## src/rtl/evt_ctr_pkg.sv

```systemverilog
package evt_ctr_pkg;

  localparam int REG_AW = 3;

  localparam logic [REG_AW-1:0] ADDR_CTL    = 3'd0;
  localparam logic [REG_AW-1:0] ADDR_CNT_LO = 3'd1;
  localparam logic [REG_AW-1:0] ADDR_CNT_HI = 3'd2;
  localparam logic [REG_AW-1:0] ADDR_RLD_LO = 3'd3;
  localparam logic [REG_AW-1:0] ADDR_RLD_HI = 3'd4;
  localparam logic [REG_AW-1:0] ADDR_STS    = 3'd5;

  localparam int PRECISE_BIT = 19;

  // Control word, MSB first
  typedef struct packed {
    logic [7:0] thresh;   // 31:24
    logic       invert;   // 23
    logic       enable;   // 22
    logic       rsvd;     // 21
    logic       irq_en;   // 20
    logic       precise;  // 19
    logic       edge_md;  // 18
    logic       kern_en;  // 17
    logic       user_en;  // 16
    logic [7:0] umask;    // 15:8
    logic [7:0] evsel;    // 7:0
  } ctl_t;

  // Threshold compare on a zero-extended count
  function automatic logic thr_pass(input logic [7:0] cnt8, input logic [7:0] thr,
                                    input logic inv);
    return inv ? (cnt8 < thr) : (cnt8 >= thr);
  endfunction

  // Ring 3 uses the user bit, ring 0 the kernel bit, others never count
  function automatic logic ring_ok(input logic [1:0] ring, input logic usr,
                                   input logic krn);
    return ((ring == 2'd3) && usr) || ((ring == 2'd0) && krn);
  endfunction

endpackage

```

## src/rtl/evt_qualifier.sv

```systemverilog
module evt_qualifier
  import evt_ctr_pkg::*;
#(
  parameter int EVT_W = 3
) (
  input  logic             clk,
  input  logic             rst_n,
  input  logic [EVT_W-1:0] evt_count,
  input  logic [1:0]       priv_ring,
  input  logic             en,
  input  logic             usr,
  input  logic             krn,
  input  logic             edge_md,
  input  logic             inv,
  input  logic [7:0]       thr,
  output logic [EVT_W-1:0] inc_amt
);

  localparam logic [EVT_W-1:0] ONE = EVT_W'(1);

  logic       live;
  logic       cond;
  logic       qual;
  logic       hist_q;
  logic       rise;
  logic [7:0] evt8;

  assign evt8 = 8'(evt_count);
  assign live = en && ring_ok(priv_ring, usr, krn);
  assign cond = thr_pass(evt8, thr, inv);
  assign qual = live && cond;
  assign rise = qual && !hist_q;

  always_comb begin
    if (thr == 8'd0)  inc_amt = live ? evt_count : '0;
    else if (edge_md) inc_amt = rise ? ONE : '0;
    else              inc_amt = qual ? ONE : '0;
  end

  // History follows the qualified condition, cleared while disabled
  always_ff @(posedge clk or negedge rst_n) begin
    if (!rst_n)   hist_q <= 1'b0;
    else if (!en) hist_q <= 1'b0;
    else          hist_q <= qual;
  end

endmodule

```

## src/rtl/evt_accum.sv

```systemverilog
module evt_accum #(
  parameter int CNT_W = 40,
  parameter int EVT_W = 3
) (
  input  logic             clk,
  input  logic             rst_n,
  input  logic [EVT_W-1:0] inc_amt,
  input  logic             wr_lo,
  input  logic             wr_hi,
  input  logic [31:0]      wdata,
  input  logic [CNT_W-1:0] reload,
  output logic [CNT_W-1:0] cnt_q,
  output logic             ovf_evt
);

  localparam int HI_W = CNT_W - 32;

  function automatic logic [CNT_W:0] widen_add(input logic [CNT_W-1:0] a,
                                               input logic [EVT_W-1:0] b);
    return {1'b0, a} + (CNT_W+1)'(b);
  endfunction

  function automatic logic [CNT_W-1:0] wrap_next(input logic [CNT_W:0] s,
                                                 input logic [CNT_W-1:0] rl);
    return s[CNT_W] ? (rl + s[CNT_W-1:0]) : s[CNT_W-1:0];
  endfunction

  logic [CNT_W:0]   sum;
  logic [CNT_W-1:0] nxt;
  logic             sw_wr;

  assign sum     = widen_add(cnt_q, inc_amt);
  assign nxt     = wrap_next(sum, reload);
  assign sw_wr   = wr_lo || wr_hi;
  assign ovf_evt = sum[CNT_W] && !sw_wr;

  always_ff @(posedge clk or negedge rst_n) begin
    if (!rst_n) begin
      cnt_q <= '0;
    end else if (sw_wr) begin
      if (wr_lo) cnt_q[31:0]       <= wdata;
      if (wr_hi) cnt_q[CNT_W-1:32] <= wdata[HI_W-1:0];
    end else if (inc_amt != '0) begin
      cnt_q <= nxt;
    end
  end

endmodule

```

## src/rtl/evt_ctr_regs.sv

```systemverilog
module evt_ctr_regs
  import evt_ctr_pkg::*;
#(
  parameter int CNT_W = 40,
  parameter int INDEX = 0
) (
  input  logic              clk,
  input  logic              rst_n,
  input  logic              reg_wr,
  input  logic [REG_AW-1:0] reg_addr,
  input  logic [31:0]       reg_wdata,
  input  logic [CNT_W-1:0]  cnt_q,
  input  logic              ovf_evt,
  output ctl_t              ctl_q,
  output logic [CNT_W-1:0]  reload_q,
  output logic              wr_lo,
  output logic              wr_hi,
  output logic              ovf_sticky,
  output logic [31:0]       reg_rdata
);

  localparam int HI_W = CNT_W - 32;

  logic wr_ctl, wr_rlo, wr_rhi, wr_sts;
  logic precise_allowed;
  logic rej_sticky;
  ctl_t ctl_nxt;

  generate
    if (INDEX == 0) begin : g_precise_ok
      assign precise_allowed = 1'b1;
    end else begin : g_precise_no
      assign precise_allowed = 1'b0;
    end
  endgenerate

  assign wr_ctl = reg_wr && (reg_addr == ADDR_CTL);
  assign wr_lo  = reg_wr && (reg_addr == ADDR_CNT_LO);
  assign wr_hi  = reg_wr && (reg_addr == ADDR_CNT_HI);
  assign wr_rlo = reg_wr && (reg_addr == ADDR_RLD_LO);
  assign wr_rhi = reg_wr && (reg_addr == ADDR_RLD_HI);
  assign wr_sts = reg_wr && (reg_addr == ADDR_STS);

  always_comb begin
    ctl_nxt         = ctl_t'(reg_wdata);
    ctl_nxt.rsvd    = 1'b0;
    ctl_nxt.precise = reg_wdata[PRECISE_BIT] && precise_allowed;
  end

  always_ff @(posedge clk or negedge rst_n) begin
    if (!rst_n) begin
      ctl_q    <= '0;
      reload_q <= '0;
    end else begin
      if (wr_ctl) ctl_q <= ctl_nxt;
      if (wr_rlo) reload_q[31:0]       <= reg_wdata;
      if (wr_rhi) reload_q[CNT_W-1:32] <= reg_wdata[HI_W-1:0];
    end
  end

  // Sticky flags: a new set wins over a clear in the same cycle
  always_ff @(posedge clk or negedge rst_n) begin
    if (!rst_n) begin
      ovf_sticky <= 1'b0;
      rej_sticky <= 1'b0;
    end else begin
      if (ovf_evt)                     ovf_sticky <= 1'b1;
      else if (wr_sts && reg_wdata[0]) ovf_sticky <= 1'b0;
      if (wr_ctl && reg_wdata[PRECISE_BIT] && !precise_allowed) rej_sticky <= 1'b1;
      else if (wr_sts && reg_wdata[1])                          rej_sticky <= 1'b0;
    end
  end

  always_comb begin
    case (reg_addr)
      ADDR_CTL:    reg_rdata = ctl_q;
      ADDR_CNT_LO: reg_rdata = cnt_q[31:0];
      ADDR_CNT_HI: reg_rdata = 32'(cnt_q[CNT_W-1:32]);
      ADDR_RLD_LO: reg_rdata = reload_q[31:0];
      ADDR_RLD_HI: reg_rdata = 32'(reload_q[CNT_W-1:32]);
      ADDR_STS:    reg_rdata = {30'd0, rej_sticky, ovf_sticky};
      default:     reg_rdata = '0;
    endcase
  end

endmodule

```

## src/rtl/evt_ctr_slice.sv

```systemverilog
module evt_ctr_slice
  import evt_ctr_pkg::*;
#(
  parameter int CNT_W = 40,
  parameter int EVT_W = 3,
  parameter int INDEX = 0
) (
  input  logic              clk,
  input  logic              rst_n,
  input  logic [EVT_W-1:0]  evt_count,
  input  logic [1:0]        priv_ring,
  input  logic              reg_wr,
  input  logic [REG_AW-1:0] reg_addr,
  input  logic [31:0]       reg_wdata,
  output logic [31:0]       reg_rdata,
  output logic              irq,
  output logic              sample_req,
  output logic              precise_sample
);

  ctl_t             ctl_q;
  logic [CNT_W-1:0] reload_q;
  logic [CNT_W-1:0] cnt_q;
  logic [EVT_W-1:0] inc_amt;
  logic             wr_lo, wr_hi;
  logic             ovf_evt;
  logic             ovf_sticky;

  // Named wires for the checker
  logic       chk_en;
  logic       chk_edge;
  logic       chk_irq_en;
  logic [7:0] chk_thr;
  logic       cnt_wr;

  assign chk_en     = ctl_q.enable;
  assign chk_edge   = ctl_q.edge_md;
  assign chk_irq_en = ctl_q.irq_en;
  assign chk_thr    = ctl_q.thresh;
  assign cnt_wr     = wr_lo || wr_hi;

  evt_ctr_regs #(.CNT_W(CNT_W), .INDEX(INDEX)) u_regs (
    .clk        (clk),
    .rst_n      (rst_n),
    .reg_wr     (reg_wr),
    .reg_addr   (reg_addr),
    .reg_wdata  (reg_wdata),
    .cnt_q      (cnt_q),
    .ovf_evt    (ovf_evt),
    .ctl_q      (ctl_q),
    .reload_q   (reload_q),
    .wr_lo      (wr_lo),
    .wr_hi      (wr_hi),
    .ovf_sticky (ovf_sticky),
    .reg_rdata  (reg_rdata)
  );

  evt_qualifier #(.EVT_W(EVT_W)) u_qual (
    .clk       (clk),
    .rst_n     (rst_n),
    .evt_count (evt_count),
    .priv_ring (priv_ring),
    .en        (ctl_q.enable),
    .usr       (ctl_q.user_en),
    .krn       (ctl_q.kern_en),
    .edge_md   (ctl_q.edge_md),
    .inv       (ctl_q.invert),
    .thr       (ctl_q.thresh),
    .inc_amt   (inc_amt)
  );

  evt_accum #(.CNT_W(CNT_W), .EVT_W(EVT_W)) u_acc (
    .clk     (clk),
    .rst_n   (rst_n),
    .inc_amt (inc_amt),
    .wr_lo   (wr_lo),
    .wr_hi   (wr_hi),
    .wdata   (reg_wdata),
    .reload  (reload_q),
    .cnt_q   (cnt_q),
    .ovf_evt (ovf_evt)
  );

  always_ff @(posedge clk or negedge rst_n) begin
    if (!rst_n) begin
      sample_req     <= 1'b0;
      precise_sample <= 1'b0;
    end else begin
      sample_req     <= ovf_evt;
      precise_sample <= ovf_evt && ctl_q.precise;
    end
  end

  assign irq = ovf_sticky && ctl_q.irq_en;

endmodule

```

## config.mk

```make
export PLATFORM = sky130hd
export DESIGN_NAME = evt_ctr_slice
export DESIGN_NICKNAME = d
export VERILOG_FILES = /design/src/rtl/evt_ctr_pkg.sv /design/src/rtl/evt_qualifier.sv /design/src/rtl/evt_accum.sv /design/src/rtl/evt_ctr_regs.sv /design/src/rtl/evt_ctr_slice.sv
export SDC_FILE = /design/constraint.sdc
export NUM_CORES = 1
export LEC_CHECK = 0
export ABC_AREA = 1
export BUFFER_PORTS_ARGS = -buffer_cell sky130_fd_sc_hd__buf_2
export CAP_MARGIN = 20
export CORE_UTILIZATION = 40
export CTS_BUF_LIST = sky130_fd_sc_hd__clkbuf_8
export CTS_CLUSTER_DIAMETER = 120
export CTS_CLUSTER_SIZE = 40
export DETAILED_ROUTE_END_ITERATION = 10
export GPL_ROUTABILITY_DRIVEN = 0
export PLACE_DENSITY = 0.54
export SETUP_SLACK_MARGIN = 0.4
export SYNTH_ARGS = -nofsm -noshare
export SYNTH_HDL_FRONTEND = slang
export SYNTH_SLANG_ARGS = --single-unit
```

## constraint.sdc

```tcl
create_clock -name clk -period 11.2 [get_ports clk]
set_clock_uncertainty 0.1 [all_clocks]
set_input_delay 1.68 -clock clk [delete_from_list [all_inputs] [get_ports clk]]
set_output_delay 1.68 -clock clk [all_outputs]
set_load 0.005 [all_outputs]
```

==> run metrics <==
largest net degree at the start of global routing 68; chip height 158 um; Post-synth top flop dfrtp_1; WL final about 39000 um; Max Cap Violations 0; Final Cell Area around 11000 sq um; # clock sinks between 100 and 150; Final Cycle Share 0.577; number of global-route vias before repair approximately 10000; area grow syn2layout 11.5%; Placeable Area between 20000 and 25000 sq um; Die Wd around 160 um; IO Port Bufs between 70 and 80; clk_lat worst skew ~460 ps; final hold violations 0; CP bufs+invs 3; Slew headroom 0.384; number of flops mapped to enable cells by yosys 0; drt wl/cell around 20 um; synth unique cells 50; crit-path most repeated cell nand2_1; Synth Area per Inst ~6.3 sq um; Fin Hold WS 391 ps; sequential area share after synthesis 0.294; Largest stage delay, worst path slightly above 500 ps; Simple-Gate Fraction of Synth Area 0.349; Tot GR Track Use 0.322; # IOs between 70 and 80; Netlist Area Pre-Place approximately 10000 sq um; initial core utilization 0.412; dpl hpwl between 30000 and 40000 um; Hold Buf Count CTS 0; unrepaired setup endpoints after global routing false; Inserted Clock Buffers 17; share of cells above drive strength 1 0.0907; CTS Root Cell clkbuf_8; minimum clock period approximately 6500 ps; routed vias roughly 11000; ant diodes 0; Clock Path Buffers 2; Congestion Overflow GR 0; multiplexer share of the synthesized area 0; DRC 0; Mapped Cells 1544; main combinational cell family by area after synthesis simple AND/OR/NAND/NOR gates; flops & latches, synth ~120; Clk pin slew, worst setup/hold paths around 90 ps; Cell Pwr Density about 240 nW/um^2; Initial DRC Count approximately 930; WP data arrival ~6700 ps; initial antenna violation count 0; worst vdd ir 0.0929 mV; status completed; CP endpoint kind flip-flop; antenna viol nets, final 0; first-pass GRT wire length a little under 60000 um; CTS resizes 0; Required @ worst endpoint 11440 ps; Setup TNS 0 ps; final-layout fill cell count ~2500; Yosys warning count 0; Worst Max-Slew Pin Slew slightly above 900 ps; row count 56; die area ~25000 sq um; post-CTS setup buffers 0; Post-synth ARST share 1.00; post-synthesis net count approximately 1600; fmax approximately 150 MHz; category of the most critical setup path in2reg; crit-path max FO 5; complex-gate fraction of the synthesized area 0.160; Final nets approximately 1700; startpoint types primary input; adder-cell share of the synthesized area 0.0616; Worst path slowest cell nor2_1; Leak roughly 5.6 nW; CP delay by family, top simple AND/OR/NAND/NOR gates; number of detailed-route iterations in the first pass 6; DP Area roughly 10000 sq um; Pins Over Slew Limit 0; Synth Area in XOR/XNOR 0.0393; Hold WC Path Type reg2reg; vias per cell between 5 and 6; Final setup viols 0; htree depth 4; CTS tree yes
-- Yosys cell counts (4+ instances only) --
cell type    n  area share
nand2_1    478        0.18
inv_1      193       0.074
nor2_1     181       0.069
o21ai_0    123       0.063
dfrtp_1    115        0.29
nand3_1     85       0.043
a21oi_1     83       0.042
ha_1        45       0.057
xor2_1      35       0.031
nand4_1     27       0.017
clkbuf_1    21      0.0080
nor3_1      20       0.010
o211ai_1    19       0.015
a31oi_1     13      0.0083
buf_2       13      0.0066
xnor2_1      9      0.0080
o221ai_1     7      0.0063
inv_2        6      0.0023
a21o_1       5      0.0038
a221oi_1     5      0.0045
o21bai_1     5      0.0038
or2_2        5      0.0032
a22oi_1      4      0.0031
o21ai_1      4      0.0020
-- state kept, by name, summed over array words and instances, names as in the netlist --
signal             flops
precise_sample         1
sample_req             1
u_acc.cnt_q           40
u_qual.hist_q          1
u_regs.ctl_q          31
u_regs.ovf_sticky      1
u_regs.reload_q       40
-- per-stage QoR --
stage / power (W) / std cells / setup slack, ps / util
floorplan: 0.00172 / 1544 / 5730 / -
global route: 0.00287 / 1940 / 4380 / 0.460
CTS: 0.00263 / 1937 / 4850 / 0.457
global placement: 0.00219 / 1905 / 4420 / 0.440
finish: 0.00266 / 1940 / 4740 / 0.460
detailed placement: 0.00219 / 1905 / 4390 / 0.440
-- kinds of logic (layout without fill, tap and decap cells) --
logic type | count (synthesis) | in the layout
flops | 115 | 115
compound gates | 279 | 279
buf+inv | 240 | 317
fa+ha+maj | 47 | 47
simple gates | 819 | 819
xor+xnor | 44 | 44
-- worst min-delay path, cell delays in order (launching register included) --
cell	delay, ps
dfrtp_1	350
nand2_1	50
o21ai_0	60
-- where the power goes --
part / internal [W] / switching (W) / leakage, nW
Clock: 0.000213 / 0.000214 / 0.200
Sequential: 0.000533 / 0.000164 / 1.39
Combinational: 0.000507 / 0.00102 / 4.01
Total: 0.00125 / 0.00140 / 5.61
-- cell type report --
cell class                      count  area [sq um]  share of cell area
Sequential cell                   115          2880               0.263
Tap cell                          319           399              0.0365
Timing Repair Buffer               86           508              0.0465
Clock inverter                     13           145              0.0133
Clock buffer                       19           262              0.0239
Multi-Input combinational cell   1189          5990               0.548
Inverter                          199           747              0.0684
-- layer usage --
layer,up-vias,routed length (um),global-route usage
met1,4907,17800,0.450
met2,407,16800,0.489
met3,75,2740,0.0544
met5,-,0,0
li1,5151,-,-
met4,0,1470,0.130
-- placed cells by master (no fill, tap or decap), types with 6 or more instances in the layout --
| cell type | Yosys | layout |
|---|---|---|
| nand3_1 | 85 | 85 |
| o221ai_1 | 7 | 7 |
| buf_2 | 13 | 76 |
| a21oi_1 | 83 | 83 |
| nand2_1 | 478 | 475 |
| ha_1 | 45 | 45 |
| nor2_1 | 181 | 181 |
| dfrtp_1 | 115 | 115 |
| clkbuf_8 | 0 | 19 |
| xor2_1 | 35 | 35 |
| xnor2_1 | 9 | 9 |
| inv_2 | 6 | 6 |
| nor3_1 | 20 | 19 |
| o21ai_0 | 123 | 123 |
| inv_6 | 0 | 6 |
| buf_4 | 3 | 7 |
| o211ai_1 | 19 | 19 |
| nand4_1 | 27 | 27 |
| a31oi_1 | 13 | 13 |
| inv_1 | 193 | 193 |
-- final timing paths --
kind | endpoint | from | depth (start not counted) | slack (ps)
worst max-delay path | u_acc.cnt_q[23] | evt_count[2] | 31 | 4740
worst min-delay path | u_regs.ctl_q[13] | u_regs.ctl_q[13] | 2 | 390
worst max register to register | u_acc.cnt_q[23] | u_regs.ctl_q[26] | 31 | 5650
worst min register to register | u_regs.ctl_q[13] | u_regs.ctl_q[13] | 2 | 390
max in group asynchronous | u_acc.cnt_q[36] | rst_n | 2 | 8460
min in group asynchronous | u_regs.ctl_q[17] | rst_n | 1 | 1130
(Power assumes the default switching activity.)
